**src/rtl/rxaf_pkg.sv**
```systemverilog
package rxaf_pkg;
  localparam int MAC_W   = 48;
  localparam int HASH_W  = 6;
  localparam int TBL_BITS = 1 << HASH_W;

  typedef enum logic [2:0] {
    MT_NONE    = 3'd0,
    MT_EXACT   = 3'd1,
    MT_HASH    = 3'd2,
    MT_BCAST   = 3'd3,
    MT_PROMISC = 3'd4
  } match_e;

  localparam int MODE_PROMISC  = 0;
  localparam int MODE_ALLMULTI = 1;
  localparam int MODE_BCASTREJ = 2;
  localparam int MODE_HASHEN   = 3;
endpackage

```
**src/rtl/rxaf_cfg.sv**
```systemverilog
module rxaf_cfg
  import rxaf_pkg::*;
#(
  parameter int NUM_SLOTS = 8,
  parameter int CFG_AW    = 5
) (
  input  logic                            clk_i,
  input  logic                            rst_ni,
  input  logic                            we_i,
  input  logic [CFG_AW-1:0]               addr_i,
  input  logic [31:0]                     wdata_i,
  output logic [NUM_SLOTS-1:0][MAC_W-1:0] slot_addr_o,
  output logic [NUM_SLOTS-1:0]            slot_en_o,
  output logic [TBL_BITS-1:0]             hash_tbl_o,
  output logic                            promisc_o,
  output logic                            all_multi_o,
  output logic                            bcast_rej_o,
  output logic                            hash_en_o
);
  localparam int HASH_LO_A = 2 * NUM_SLOTS;
  localparam int HASH_HI_A = HASH_LO_A + 1;
  localparam int MODE_A    = HASH_LO_A + 2;

  logic [3:0] mode_q;

  for (genvar n = 0; n < NUM_SLOTS; n++) begin : g_slot
    always_ff @(posedge clk_i or negedge rst_ni) begin
      if (!rst_ni) begin
        slot_addr_o[n] <= '0;
        slot_en_o[n]   <= 1'b0;
      end else if (we_i && addr_i == CFG_AW'(2 * n)) begin
        slot_addr_o[n][31:0] <= wdata_i;
        slot_en_o[n]         <= 1'b0;
      end else if (we_i && addr_i == CFG_AW'(2 * n + 1)) begin
        slot_addr_o[n][MAC_W-1:32] <= wdata_i[MAC_W-33:0];
        slot_en_o[n]               <= 1'b1;
      end
    end

    AST_LOW_DISABLES: assert property (@(posedge clk_i) disable iff (!rst_ni)
      (we_i && addr_i == CFG_AW'(2 * n)) |=> !slot_en_o[n]);
    AST_HIGH_ENABLES: assert property (@(posedge clk_i) disable iff (!rst_ni)
      (we_i && addr_i == CFG_AW'(2 * n + 1)) |=> slot_en_o[n]);
    AST_LOW_KEEPS_HIGH: assert property (@(posedge clk_i) disable iff (!rst_ni)
      (we_i && addr_i == CFG_AW'(2 * n)) |=> $stable(slot_addr_o[n][MAC_W-1:32]));
  end

  always_ff @(posedge clk_i or negedge rst_ni) begin
    if (!rst_ni) begin
      hash_tbl_o <= '0;
      mode_q     <= '0;
    end else if (we_i) begin
      case (addr_i)
        CFG_AW'(HASH_LO_A): hash_tbl_o[31:0]          <= wdata_i;
        CFG_AW'(HASH_HI_A): hash_tbl_o[TBL_BITS-1:32] <= wdata_i;
        CFG_AW'(MODE_A):    mode_q                    <= wdata_i[3:0];
        default: ;
      endcase
    end
  end

  assign promisc_o   = mode_q[MODE_PROMISC];
  assign all_multi_o = mode_q[MODE_ALLMULTI];
  assign bcast_rej_o = mode_q[MODE_BCASTREJ];
  assign hash_en_o   = mode_q[MODE_HASHEN];
endmodule

```
**src/rtl/rxaf_exact.sv**
```systemverilog
module rxaf_exact
  import rxaf_pkg::*;
#(
  parameter int NUM_SLOTS = 8
) (
  input  logic [MAC_W-1:0]                addr_i,
  input  logic [NUM_SLOTS-1:0][MAC_W-1:0] slot_addr_i,
  input  logic [NUM_SLOTS-1:0]            slot_en_i,
  output logic                            hit_o
);
  logic [NUM_SLOTS-1:0] eq;

  for (genvar n = 0; n < NUM_SLOTS; n++) begin : g_cmp
    assign eq[n] = slot_en_i[n] && (slot_addr_i[n] == addr_i);
  end

  assign hit_o = |eq;
endmodule

```
**src/rtl/rxaf_hash.sv**
```systemverilog
module rxaf_hash
  import rxaf_pkg::*;
(
  input  logic [MAC_W-1:0]    addr_i,
  input  logic [TBL_BITS-1:0] tbl_i,
  output logic [HASH_W-1:0]   idx_o,
  output logic                hit_o
);
  // address bit i folds into index bit i mod HASH_W
  always_comb begin
    idx_o = '0;
    for (int i = 0; i < MAC_W; i++) begin
      idx_o[i % HASH_W] = idx_o[i % HASH_W] ^ addr_i[i];
    end
  end

  assign hit_o = tbl_i[idx_o];
endmodule

```
**src/rtl/rx_addr_filter.sv**
```systemverilog
module rx_addr_filter
  import rxaf_pkg::*;
#(
  parameter int NUM_SLOTS = 8,
  parameter int CFG_AW    = $clog2(2 * NUM_SLOTS + 3)
) (
  input  logic              clk_i,
  input  logic              rst_ni,
  input  logic              cfg_we_i,
  input  logic [CFG_AW-1:0] cfg_addr_i,
  input  logic [31:0]       cfg_wdata_i,
  input  logic              frame_valid_i,
  input  logic [47:0]       dst_addr_i,
  output logic              dec_valid_o,
  output logic              accept_o,
  output logic [2:0]        match_o
);
  logic [NUM_SLOTS-1:0][MAC_W-1:0] slot_addr;
  logic [NUM_SLOTS-1:0]            slot_en;
  logic [TBL_BITS-1:0]             hash_tbl;
  logic promisc, all_multi, bcast_rej, hash_en;
  logic exact_hit, tbl_hit;
  logic [HASH_W-1:0] hash_idx;
  logic is_mcast, is_bcast, hash_hit, bcast_hit, acc_d;
  match_e code_d;

  rxaf_cfg #(.NUM_SLOTS(NUM_SLOTS), .CFG_AW(CFG_AW)) u_cfg (
    .clk_i       (clk_i),
    .rst_ni      (rst_ni),
    .we_i        (cfg_we_i),
    .addr_i      (cfg_addr_i),
    .wdata_i     (cfg_wdata_i),
    .slot_addr_o (slot_addr),
    .slot_en_o   (slot_en),
    .hash_tbl_o  (hash_tbl),
    .promisc_o   (promisc),
    .all_multi_o (all_multi),
    .bcast_rej_o (bcast_rej),
    .hash_en_o   (hash_en)
  );

  rxaf_exact #(.NUM_SLOTS(NUM_SLOTS)) u_exact (
    .addr_i      (dst_addr_i),
    .slot_addr_i (slot_addr),
    .slot_en_i   (slot_en),
    .hit_o       (exact_hit)
  );

  rxaf_hash u_hash (
    .addr_i (dst_addr_i),
    .tbl_i  (hash_tbl),
    .idx_o  (hash_idx),
    .hit_o  (tbl_hit)
  );

  assign is_mcast  = dst_addr_i[0];
  assign is_bcast  = &dst_addr_i;
  assign bcast_hit = is_bcast && !bcast_rej;
  assign hash_hit  = is_mcast && !is_bcast && (all_multi || (hash_en && tbl_hit));
  assign acc_d     = exact_hit || bcast_hit || hash_hit || promisc;

  always_comb begin
    if (exact_hit)      code_d = MT_EXACT;
    else if (bcast_hit) code_d = MT_BCAST;
    else if (hash_hit)  code_d = MT_HASH;
    else if (promisc)   code_d = MT_PROMISC;
    else                code_d = MT_NONE;
  end

  always_ff @(posedge clk_i or negedge rst_ni) begin
    if (!rst_ni) begin
      dec_valid_o <= 1'b0;
      accept_o    <= 1'b0;
      match_o     <= MT_NONE;
    end else begin
      dec_valid_o <= frame_valid_i;
      if (frame_valid_i) begin
        accept_o <= acc_d;
        match_o  <= code_d;
      end
    end
  end

  AST_DEC_FOLLOWS: assert property (@(posedge clk_i) disable iff (!rst_ni)
    frame_valid_i |=> dec_valid_o);
  AST_DEC_IDLE: assert property (@(posedge clk_i) disable iff (!rst_ni)
    !frame_valid_i |=> !dec_valid_o);
  AST_ACCEPT_CODE: assert property (@(posedge clk_i) disable iff (!rst_ni)
    dec_valid_o |-> (accept_o == (match_o != MT_NONE)));
  AST_PROMISC_ALL: assert property (@(posedge clk_i) disable iff (!rst_ni)
    (frame_valid_i && promisc) |=> accept_o);
  AST_UCAST_NO_HASH: assert property (@(posedge clk_i) disable iff (!rst_ni)
    (frame_valid_i && !dst_addr_i[0]) |=> match_o != MT_HASH);
  AST_BCAST_REJECT: assert property (@(posedge clk_i) disable iff (!rst_ni)
    (frame_valid_i && (&dst_addr_i) && bcast_rej && !promisc && !exact_hit) |=> !accept_o);
endmodule

```
**config.mk**
```make
export PLATFORM = sky130hd
export DESIGN_NAME = rx_addr_filter
export DESIGN_NICKNAME = d
export VERILOG_FILES = /design/src/rtl/rxaf_pkg.sv /design/src/rtl/rxaf_cfg.sv /design/src/rtl/rxaf_exact.sv /design/src/rtl/rxaf_hash.sv /design/src/rtl/rx_addr_filter.sv
export SDC_FILE = /design/constraint.sdc
export NUM_CORES = 1
export LEC_CHECK = 0
export ABC_CLOCK_PERIOD_IN_PS = 1900
export BUFFER_PORTS_ARGS = -buffer_cell sky130_fd_sc_hd__clkbuf_2
export CAP_MARGIN = 25
export CORE_UTILIZATION = 30
export CTS_BUF_LIST = sky130_fd_sc_hd__clkbuf_2
export CTS_CLUSTER_SIZE = 28
export DETAILED_ROUTE_END_ITERATION = 8
export PLACE_DENSITY_LB_ADDON = 0.1
export SYNTH_ARGS = -nofsm -noshare
export SYNTH_HDL_FRONTEND = slang
export SYNTH_SLANG_ARGS = --single-unit
```
**constraint.sdc**
```tcl
create_clock -name clk_i -period 1.9 [get_ports clk_i]
set_input_delay 0.285 -clock clk_i [delete_from_list [all_inputs] [get_ports clk_i]]
set_output_delay 0.285 -clock clk_i [all_outputs]
set_load 0.03 [all_outputs]
```
# After elaboration in Yosys (flattened, before gate mapping)
# Cells that the tools add are included.
dict set report classes {
  order_cmp 1
  n_eq_ne 26
  mux 22
  bitwise_logic 50
  n_reduce_logical 56
}
# operator count
set op_table {}
lappend op_table {{$eq 48x48->1} 8}
lappend op_table {{$reduce_and 48->1} 1}
lappend op_table {{$xor 1x1->1} 42}
lappend op_table {{$eq 5x4->1 const B} 8}
lappend op_table {{$logic_and 1x1->1} 28}
lappend op_table {{$reduce_and 2->1} 11}
lappend op_table {{$eq 5x3->1 const B} 4}
lappend op_table {{$mux 1} 17}
lappend op_table {{$reduce_bool 2->1} 8}
lappend op_table {{$eq 5x5->1 const B} 3}
lappend op_table {{$mux 3} 4}
lappend op_table {{$eq 5x2->1 const B} 2}
lappend op_table {{$not 1->1} 8}
lappend op_table {{$reduce_or 8->1} 1}
lappend op_table {{$lt 6x7->1 const B} 1}
lappend op_table {{$bmux 1 s6} 1}
lappend op_table {{$eq 5x1->1 const B} 1}
lappend op_table {{$logic_not 5->1} 1}
lappend op_table {{$logic_or 1x1->1} 4}
lappend op_table {{$logic_not 1->1} 2}
dict set report word_totals {
  reg_bits 465
  inputBits 89
  output_inout_bits 5
  word_cells 185
}

# Depth between registers and ports, before layout
# Gate-level depths: netlist of the first run.
dict set report depth {
  depth_word 15
  ltp_mapped 12
  mapped_depth_nobuf 9
}

# Hierarchy
# From an unflattened synthesis of the first run, not the netlist that was laid out.
dict set report unflattened {
  hier_cells 1741
  area_unflattened_um2 23402.4
}
# mod instances cells_each area_per_inst_um2 seq_area_each_um2
set modules_own_cells {}
lappend modules_own_cells {rxaf_cfg 1 1034 17504.3 11511.0}
lappend modules_own_cells {rxaf_exact 1 595 4531.8 0.0}
lappend modules_own_cells {rxaf_hash 1 75 1006.0 0.0}
lappend modules_own_cells {rx_addr_filter 1 37 360.3 125.1}

# Worst setup path before layout of the first run
# Ideal clock, no wire load.
dict set report synth_timing {
  kind {input -> register}
  startpoint {input port dst_addr_i[18]}
  endpoint {register accept_o}
  setup_ns 0.126
  t_arrival_ns 2.775
  t_required_ns 1.774
  setup_slack_ns -1.001
  cell_stages 11
  n_path_buf 2
  cell_sequence {buf_4 > xnor2_1 > xnor2_1 > xnor2_2 > buf_4 > mux4_2 > nand2_1 > nand3_1 > a32o_1 > o211a_1 > o32a_1}
}
dict set report synth_between {
  elab_chain_cells 12
  elab_cells_between_ends 34
  classes_between {eq/ne: 8; mux: 2; bitwise: 5; reduce/logical: 19}
}
# item line
set synth_rtl {}
lappend synth_rtl {{start, declared} rx_addr_filter.sv:13} ;# input logic [47:0] dst_addr_i,
lappend synth_rtl {{$xor 1x1->1 (5 in a row)} rxaf_hash.sv:13} ;# idx_o[i % HASH_W] = idx_o[i % HASH_W] ^ addr_i[i];
lappend synth_rtl {{$bmux 1 s6} rxaf_hash.sv:17} ;# assign hit_o = tbl_i[idx_o];
lappend synth_rtl {{$mux 1 (not written as such)} rxaf_hash.sv:17}
lappend synth_rtl {{$logic_and 1x1->1} rx_addr_filter.sv:59} ;# assign hash_hit = is_mcast && !is_bcast && (all_multi || (hash_en && tbl_hit));
lappend synth_rtl {{$logic_or 1x1->1} rx_addr_filter.sv:59}
lappend synth_rtl {{$logic_and 1x1->1} rx_addr_filter.sv:59}
lappend synth_rtl {{$logic_or 1x1->1 (*) (2 in a row)} rx_addr_filter.sv:60} ;# assign acc_d = exact_hit || bcast_hit || hash_hit || promisc;
lappend synth_rtl {{end signal, assigned} rx_addr_filter.sv:73} ;# accept_o <= 1'b0;
lappend synth_rtl {{end signal, assigned} rx_addr_filter.sv:78} ;# accept_o <= acc_d;
lappend synth_rtl {{end, declared} rx_addr_filter.sv:15} ;# output logic accept_o,
# Mark *: on every way between the ends. The rest lies on a longest branch, timed or not. The select of a mux whose other input is x is not followed.
# A chain may end at the register's enable or synchronous reset.

# Final worst setup path of the first run
dict set report layout_timing {
  startpoint {register u_cfg.slot_addr_o[377] (netlist bit)}
  endpoint {register match_o[1]}
}
dict set report layout_between {
  elab_chain_cells 4
}
# item line
set layout_rtl {}
lappend layout_rtl {{start, declared} rxaf_cfg.sv:12} ;# output logic [NUM_SLOTS-1:0][MAC_W-1:0] slot_addr_o,
lappend layout_rtl {{start signal, assigned by index} rxaf_cfg.sv:32} ;# slot_addr_o[n][31:0] <= wdata_i;
lappend layout_rtl {{start signal, assigned by index} rxaf_cfg.sv:35} ;# slot_addr_o[n][MAC_W-1:32] <= wdata_i[MAC_W-33:0];
lappend layout_rtl {{$eq 48x48->1} rxaf_exact.sv:14} ;# assign eq[n] = slot_en_i[n] && (slot_addr_i[n] == addr_i);
lappend layout_rtl {{$logic_and 1x1->1} rxaf_exact.sv:14}
lappend layout_rtl {{$reduce_or 8->1} rxaf_exact.sv:17} ;# assign hit_o = |eq;
lappend layout_rtl {{$mux 3} rx_addr_filter.sv:63} ;# if (exact_hit) code_d = MT_EXACT;
lappend layout_rtl {{end signal, assigned} rx_addr_filter.sv:79} ;# match_o <= code_d;
lappend layout_rtl {{end, declared} rx_addr_filter.sv:16} ;# output logic [2:0] match_o
# Every way passes these cells.

==> results of run 1 <==
-- routing by layer --
metal	up-vias	part of all wire, %	GRT usage [%]
li1	7243	-	-
met1	8948	45	35.5
met2	549	47	43.2
met3	161	4.7	4.16
met4	0	3.5	9.82
met5	-	0	0
-- cell families (layout without fill, tap and decap cells) --
group | count (synthesis) | in the layout | synth area share [%]
AND/OR/NAND/NOR | 215 | 215 | 5.37
other | 0 | 13 | 0
AO/OA/AOI/OAI | 77 | 77 | 2.47
buffers and inverters | 174 | 701 | 3.25
XOR/XNOR | 384 | 384 | 14.7
multiplexers | 470 | 470 | 23.6
flip-flops | 465 | 465 | 50.6
-- layout make-up --
| class | instances | area (µm²) |
|---|---|---|
| multi-input combinational | 1146 | 11000 |
| sequential | 465 | 11600 |
| clock buffer | 185 | 926 |
| inverter | 39 | 146 |
| timing repair buffer | 442 | 4280 |
| clock inverter | 35 | 205 |
| fill | 7379 | 46400 |
| antenna | 13 | 32.5 |
| tap | 978 | 1220 |
-- registers in the layout (all words and copies together), names as in the netlist --
| signal | count |
|---|---|
| accept_o | 1 |
| u_cfg.slot_addr_o | 384 |
| dec_valid_o | 1 |
| u_cfg.hash_tbl_o | 64 |
| u_cfg.mode_q | 4 |
| u_cfg.slot_en_o | 8 |
| match_o | 3 |
-- power breakdown --
| part | switching, µW | total [µW] | leakage (µW) | internal [µW] |
|---|---|---|---|---|
| logic | 3740 | 7830 | 0.00658 | 4090 |
| registers | 1340 | 13200 | 0.00592 | 11800 |
| clock network | 4660 | 7550 | 0.000870 | 2890 |
| total | 9740 | 28500 | 0.0134 | 18800 |
-- cells in the final DEF (no fill, tap or decap), types with 20 or more instances in the layout --
cell type / n
buf_12: 73
buf_4: 206
clkbuf_2: 272
clkinv_1: 20
dfrtp_1: 464
dlygate4sd3_1: 66
inv_1: 39
mux2_2: 447
nand4_1: 75
nor4_1: 36
xnor2_1: 227
xor2_1: 143
-- stage by stage --
stage / TNS, ps / area [µm²]
floorplan: -2520 / 23200
global placement: -6580 / 27200
detailed placement: -6480 / 27200
CTS: -12270 / 29200
global route: -4710 / 29400
finish: -3710 / 29400
-- worst register-to-register path, delay by kind of cell (launching register included) --
family / cells / cell delay, ps
and+or+nand+nor: 5 / 1140
AOI/OAI and AO/OA: 3 / 650
DFF: 1 / 370
buffers and inverters: 2 / 280
-- final timing paths --
kind,to,cells after the start,start
worst min-delay path,u_cfg.slot_addr_o[268],3,cfg_wdata_i[28]
worst min register to register,u_cfg.hash_tbl_o[57],1,u_cfg.hash_tbl_o[57]
worst max register to register,match_o[1],10,u_cfg.slot_addr_o[377]
worst max-delay path,match_o[1],10,u_cfg.slot_addr_o[377]
min in group asynchronous,u_cfg.slot_addr_o[261],5,rst_ni
max in group asynchronous,u_cfg.slot_addr_o[296],6,rst_ni
-- repair_timing --
| action | CTS | global route |
|---|---|---|
| cloned | 0 | 2 |
| buffers inserted | 2 | 7 |
| hold buffers | 71 | 1 |
| hold endpoints to repair | 930 | 83 |
| endpoints found under the setup margin | 9 | 80 |
| resized for setup | 36 | 18 |
| pin swaps | 8 | 9 |
==> qor.yml, run 1 <==
outcome: "finished, violations left"
violations: "DRC, setup timing"
gr-total-overflow: 0
synth_nets: 1874
final_util_pct: 38.8
wl_um: 102000
synth.top_cell.area_share_pct: 50.6
syn-cell-area_um2: 23000
total_power_uw: 28500
routed_via_density: 5.12
drv_cap: 0
dp_slack_ps: -1780
cts_tree: "yes"
die_y_um: 279
port_buffers: 93
antenna_found_initial: 14
worst-setup-path-type: "reg -> reg"
synth_warnings: 0
p_leak_uw: 0.0134
cts_root_buf: "clkbuf_2"
dieArea_um2: 77700
hold_path_class: "in -> reg"
synthToLayoutAreaGrowth_pct: 28.0
synth_ff_type: "dfrtp_1"
stdcell_count: 3303
hold_slack_ps: 49.6
rsz0062_at_grt: "yes"
cp.required_ps: 3090
hold_viol: 0
worst_slack_ps: -708
fin_worst_skew_ps: 60.3
clock.fmax_ghz: 0.383
cts_buffers: 141
worst-path-buf-inv: 2
cp.arrival_ps: 3800
die-width_um: 279
slew_violations: 0
yosysTopAreaCell: "dfrtp_1"
fp-row-count: 101
num_vias: 16900
drive_gt1_share_pct: 46.8
async_reset_ff_share_pct: 100
path_cells: "inv_1 > o2bb2ai_1 > nor4_1 > nand4_1 > o41ai_2 > nor3_2 > nor4b_4 > buf_4 > a21oi_2 > nand2_1"
cellPowerDensity_nw_per_um2: 970
wl_per_cell_um: 30.9
start_util_pct: 30.3
place.gp.congestion: 0.931
critPathCaptureType: "flop"
io_pins: 94
netlist-cell-type-count: 53
path_delay_family: "simple AND/OR/NAND/NOR gates"
seq_area_frac_synth_pct: 50.6
slew-limit-headroom_pct: 38.1
critPathSlowestCell: "nor4_1"
hpwl_um: 70000
ys_seq_elements: 465
finalCriticalPeriod_ps: 2610
synth_edf_count: 0
cts.path.max_buffers: 3
dpl.cell_count: 2994
rrSetupSlack_ps: -710
finalCritPeriodShare_pct: 137
crit_path_start_kind: "flop"
clk_latency_ps: 1360
tightest_slew_ps: 928
nets: 2324
yosys-top-cells-area: "dfrtp_1 (51%), mux2_2 (22%), xnor2_1 (9.1%), xor2_1 (5.5%), nand4_1 (2.0%)"
finalSetupViolations: 10
drt_iter0_drc: 1180
crit_path_max_fanout: 3
drtAntennaViolNets: 0
cts_max_level: 4
cp_slowest_stage_delay_ps: 490
synth_common_cells: "dfrtp_1 (465), mux2_2 (447), xnor2_1 (239)"
syn_avg_cell_area_um2: 12.9
grt_max_degree: 64
grt_pass1_wl_um: 142000
path_clk_slew_ps: 90
drt_first_pass_iters: 9
synthCells: 1785
core_um2: 75800
yosysMostFrequentCell: "dfrtp_1"
first_global_vias: 17700
drcViolationCount: 4
cts_sinks: 465
peakVddDrop_uv: 417
grt_usage_pct: 26.5
(Power assumes the default switching activity.)
==> run 2, diff against run 1 <==
--- a/config.mk
+++ b/config.mk
@@ -5,7 +5,8 @@
 export SDC_FILE = /design/constraint.sdc
 export NUM_CORES = 1
 export LEC_CHECK = 0
-export ABC_CLOCK_PERIOD_IN_PS = 1900
+export ABC_AREA = 1
+export ABC_CLOCK_PERIOD_IN_PS = 3300
 export BUFFER_PORTS_ARGS = -buffer_cell sky130_fd_sc_hd__clkbuf_2
 export CAP_MARGIN = 25
 export CORE_UTILIZATION = 30
==> constraint.sdc (replaced) <==
create_clock -name clk_i -period 3.3 [get_ports clk_i]
set_input_delay 0.495 -clock clk_i [delete_from_list [all_inputs] [get_ports clk_i]]
set_output_delay 0.495 -clock clk_i [all_outputs]
set_load 0.03 [all_outputs]
==> run 2 against run 1 <==
Power fell by 42%; sequential share of layout area rose by 2.3 points; combinational power fell by 48%; the flow now finishes without violations; sequential power fell by 41%; clock power fell by 39%; register-to-register slack improved by 1300 ps.
==> qor.yml, run 2 <==
placed_cell_area_um2: 25900  # was 27200 µm²
critPathMostFrequentCell: "nand2_1"
tightest_slew_ps: 1110  # was 928 ps
fp-row-count: 101  # unchanged
cts_sinks: 465  # unchanged
hold_path_class: "in -> reg"  # unchanged
synth_ff_type: "dfrtp_1"  # unchanged
hold_slack_ps: 137  # was 49.6 ps
core_um2: 75900  # was 75800 µm²
peakVddDrop_uv: 242  # was 417 µV
holdCritStartpoint: "cfg_wdata_i[8]"  # was cfg_wdata_i[28]
grtUsageMet1_pct: 45.4  # was 35.5%
grtUsageMet2_pct: 52.6  # was 43.2%
seq_area_frac_synth_pct: 50.6  # about the same
p_leak_uw: 0.0131  # was 0.0134 µW
top_register: "u_cfg.slot_addr_o"  # unchanged
drtAntennaViolNets: 0  # unchanged
outcome: "complete, no violations"  # was finished, violations left
multi_input_area_um2: 9560  # was 11000 µm²
rrSetupSlack_ps: 580  # was -710 ps
yosysMostFrequentCell: "nand2_1"  # was dfrtp_1
cts_max_level: 4  # unchanged
worst-path-buf-inv: 2  # unchanged
whs_path_depth: 4  # was 3
crit_path_start_kind: "flop"  # unchanged
cts_root_buf: "clkbuf_2"  # unchanged
yosys.area_share.simple_pct: 19.2  # was 5.37%
netlist-cell-type-count: 41  # was 53
synth.top_cell.area_share_pct: 50.6  # about the same
drcViolationCount: 0  # was 4
drt_iter0_drc: 2964  # was 1180
cts_setup_buffers: 0  # was 2
cellPowerDensity_nw_per_um2: 593  # was 970 nW/µm²
synth_common_cells: "nand2_1 (722), o21ai_0 (530), dfrtp_1 (465)"  # was dfrtp_1 (465), mux2_2 (447), xnor2_1 (239)
cp_slowest_stage_delay_ps: 580  # was 490 ps
clk_latency_ps: 1370  # was 1360 ps
drive_gt1_share_pct: 18.2  # was 46.8%
ctsHoldBuffers: 68  # was 71
nets: 3223  # was 2324
path_cells: "nand2_1 > o21ai_0 > buf_4 > nor4_1 > nand4_1 > nor2_1 > nand2_1 > nand2_1 > nor2_1 > nand3_1 > nor2_1 > nand3_1 > nand2_1 > inv_1"  # was inv_1 > o2bb2ai_1 > nor4_1 > nand4_1 > o41ai_2 > nor3_2 > nor4b_4 > buf_4 > a21oi_2 > nand2_1
slew-limit-headroom_pct: 25.7  # was 38.1%
synth_edf_count: 0  # unchanged
rsz0062_at_grt: "no"  # was yes
slew_violations: 0  # unchanged
num_vias: 23400  # was 16.9k
gr-total-overflow: 0  # unchanged
ys_seq_elements: 465  # unchanged
synth_top_family_by_area: "simple AND/OR/NAND/NOR gates"  # was multiplexers
cts.path.max_buffers: 3  # unchanged
finalSetupTns_ps: 0  # was -3710 ps
largest_reg_flops: 384  # unchanged
die_y_um: 279  # about the same
yosysTopAreaCell: "dfrtp_1"  # unchanged
synth_adder_area_share_pct: 0  # unchanged
post-route-cell-area_um2: 27800  # was 29400 µm²
critPathSlowestCell: "nor4_1"  # unchanged
syn_avg_cell_area_um2: 8.23  # was 12.9 µm²
holdPathEnd: "u_cfg.slot_addr_o[8]"  # was u_cfg.slot_addr_o[268]
busiest_layer: "met2"  # unchanged
worst-setup-path-type: "reg -> reg"  # unchanged
crit-reg2reg-launch: "u_cfg.slot_addr_o[58]"  # was u_cfg.slot_addr_o[377]
seq_area_um2: 11600  # about the same
fin_worst_skew_ps: 71.0  # was 60.3 ps
hpwl_um: 97600  # was 70000 µm
path_delay_family: "simple AND/OR/NAND/NOR gates"  # unchanged
final_cell_mix: "nand2_1 (720), o21ai_0 (530), dfrtp_1 (465)"  # was dfrtp_1 (464), mux2_2 (447), clkbuf_2 (272)
grt_usage_pct: 34.6  # was 26.5%
drv_cap: 0  # unchanged
drt_first_pass_iters: 6  # was 9
synth_warnings: 0  # unchanged
synthXorXnorAreaFrac_pct: 4.20  # was 14.7%
io_pins: 94  # unchanged
rr_worst_depth: 14  # was 10
yosys-top-cells-area: "dfrtp_1 (51%), nand2_1 (12%), o21ai_0 (12%), inv_1 (4.1%), o22ai_1 (3.7%)"  # was dfrtp_1 (51%), mux2_2 (22%), xnor2_1 (9.1%), xor2_1 (5.5%), nand4_1 (2.0%)
grtUsageMet3_pct: 7.07  # was 4.16%
synth_compound_area_share_pct: 17.9  # was 2.47%
final_util_pct: 36.6  # was 38.8%
synth_nets: 2885  # was 1874
r2r_end: "accept_o"  # was match_o[1]
final_common_cell: "nand2_1"  # was dfrtp_1
synthCells: 2796  # was 1785
crit_path_max_fanout: 3  # unchanged
finalSetupViolations: 0  # was 10
place.gp.congestion: 0.999  # was 0.931
wl_um: 134000  # was 102000 µm
cts_buffers: 142  # was 141
finalCriticalPeriod_ps: 2720  # was 2610 ps
fill_cells: 8076  # was 7379
grt_pass1_wl_um: 184000  # was 142000 µm
synthToLayoutAreaGrowth_pct: 20.9  # was 28.0%
async_reset_ff_share_pct: 100  # unchanged
syn-cell-area_um2: 23000  # about the same
reg_top3: "u_cfg.slot_addr_o (384), u_cfg.hash_tbl_o (64), u_cfg.slot_en_o (8)"  # unchanged
path_clk_slew_ps: 110  # was 90 ps
port_buffers: 93  # unchanged
antenna_found_initial: 22  # was 14
start_util_pct: 30.3  # about the same
first_global_vias: 22900  # was 17.7k
muxShareOfSynthArea_pct: 0  # was 23.6%
cts_tree: "yes"  # unchanged
wl_per_cell_um: 31.3  # was 30.9 µm
die-width_um: 279  # about the same
routed_via_density: 5.46  # was 5.12
cts-resized-gates: 0  # was 36
clock.fmax_ghz: 0.368  # was 0.383 GHz
critPathCaptureType: "flop"  # unchanged
grt_max_degree: 76  # was 64
finalCritPeriodShare_pct: 82.3  # was 137%
cp.required_ps: 4540  # was 3090 ps
cp.arrival_ps: 3960  # was 3800 ps
dieArea_um2: 77800  # was 77700 µm²
hold_viol: 0  # unchanged
==> run 2: cell count changes in the layout (fill, tap and decap cells not counted), moves of 48 or more <==
cell     change
buf_12      -48
o22ai_1    +121
nand3_1    +107
o21ai_0    +521
xor2_1      -89
xnor2_1    -177
nand2_1    +702
mux2_2     -447
inv_1      +213
==> run 2: worst max path at each step <==
stage                                      start        to  slack (ps)  cells after the start
after detailed placement          dst_addr_i[35]  accept_o         -10                     17
after global placement            dst_addr_i[35]  accept_o         -70                     17
final                      u_cfg.slot_addr_o[58]  accept_o         580                     14
after CTS                 u_cfg.slot_addr_o[184]  accept_o         580                     13
after floorplan                   dst_addr_i[13]  accept_o        1160                     18
after global routing      u_cfg.slot_addr_o[184]  accept_o         510                     13
==> run 2: per-stage QoR <==
stage	total power, µW	instances	worst slack, ps
floorplan	9720	2796	1160
CTS	16500	4272	582
finish	16500	4280	583
global placement	11800	3952	-67.2
global route	17400	4275	510
detailed placement	11800	3952	-10.7
==> run 2: metal layers <==
layer	vias up	part of all wire (%)
li1	10100	-
met3	352	8.6
met4	6	6.3
met2	1358	44
met5	-	0.027
met1	11500	41
==> run 2: cell type report <==
type,instances,area share [%]
Sequential cell,465,41.8
Multi-Input combinational cell,1882,34.3
Timing Repair Buffer,367,10.9
Tap cell,1030,4.63
Inverter,276,3.74
Clock buffer,207,3.72
Clock inverter,45,0.773
Antenna cell,8,0.0719
==> run 2: report_power, final <==
| group | switching, µW | leakage (µW) | internal [µW] | total [µW] |
|---|---|---|---|---|
| Sequential | 981 | 0.00578 | 6840 | 7820 |
| Combinational | 2570 | 0.00636 | 1470 | 4050 |
| Clock | 2870 | 0.000962 | 1760 | 4630 |
| Total | 6430 | 0.0131 | 10100 | 16500 |
==> run 2: logic make-up after synthesis <==
group / count (synthesis)
AOI/OAI and AO/OA: 743
xor gates and xnor gates: 106
buffers and inverters: 449
DFF: 465
and+or+nand+nor: 1033
==> run 2: worst register-to-register path: stages, from the launching register on <==
cell,delay [ps]
dfrtp_1,470
nand2_1,130
o21ai_0,160
buf_4,180
nor4_1,580
nand4_1,170
nor2_1,230
nand2_1,90
nand2_1,70
nor2_1,60
nand3_1,200
nor2_1,110
nand3_1,90
nand2_1,60
inv_1,50
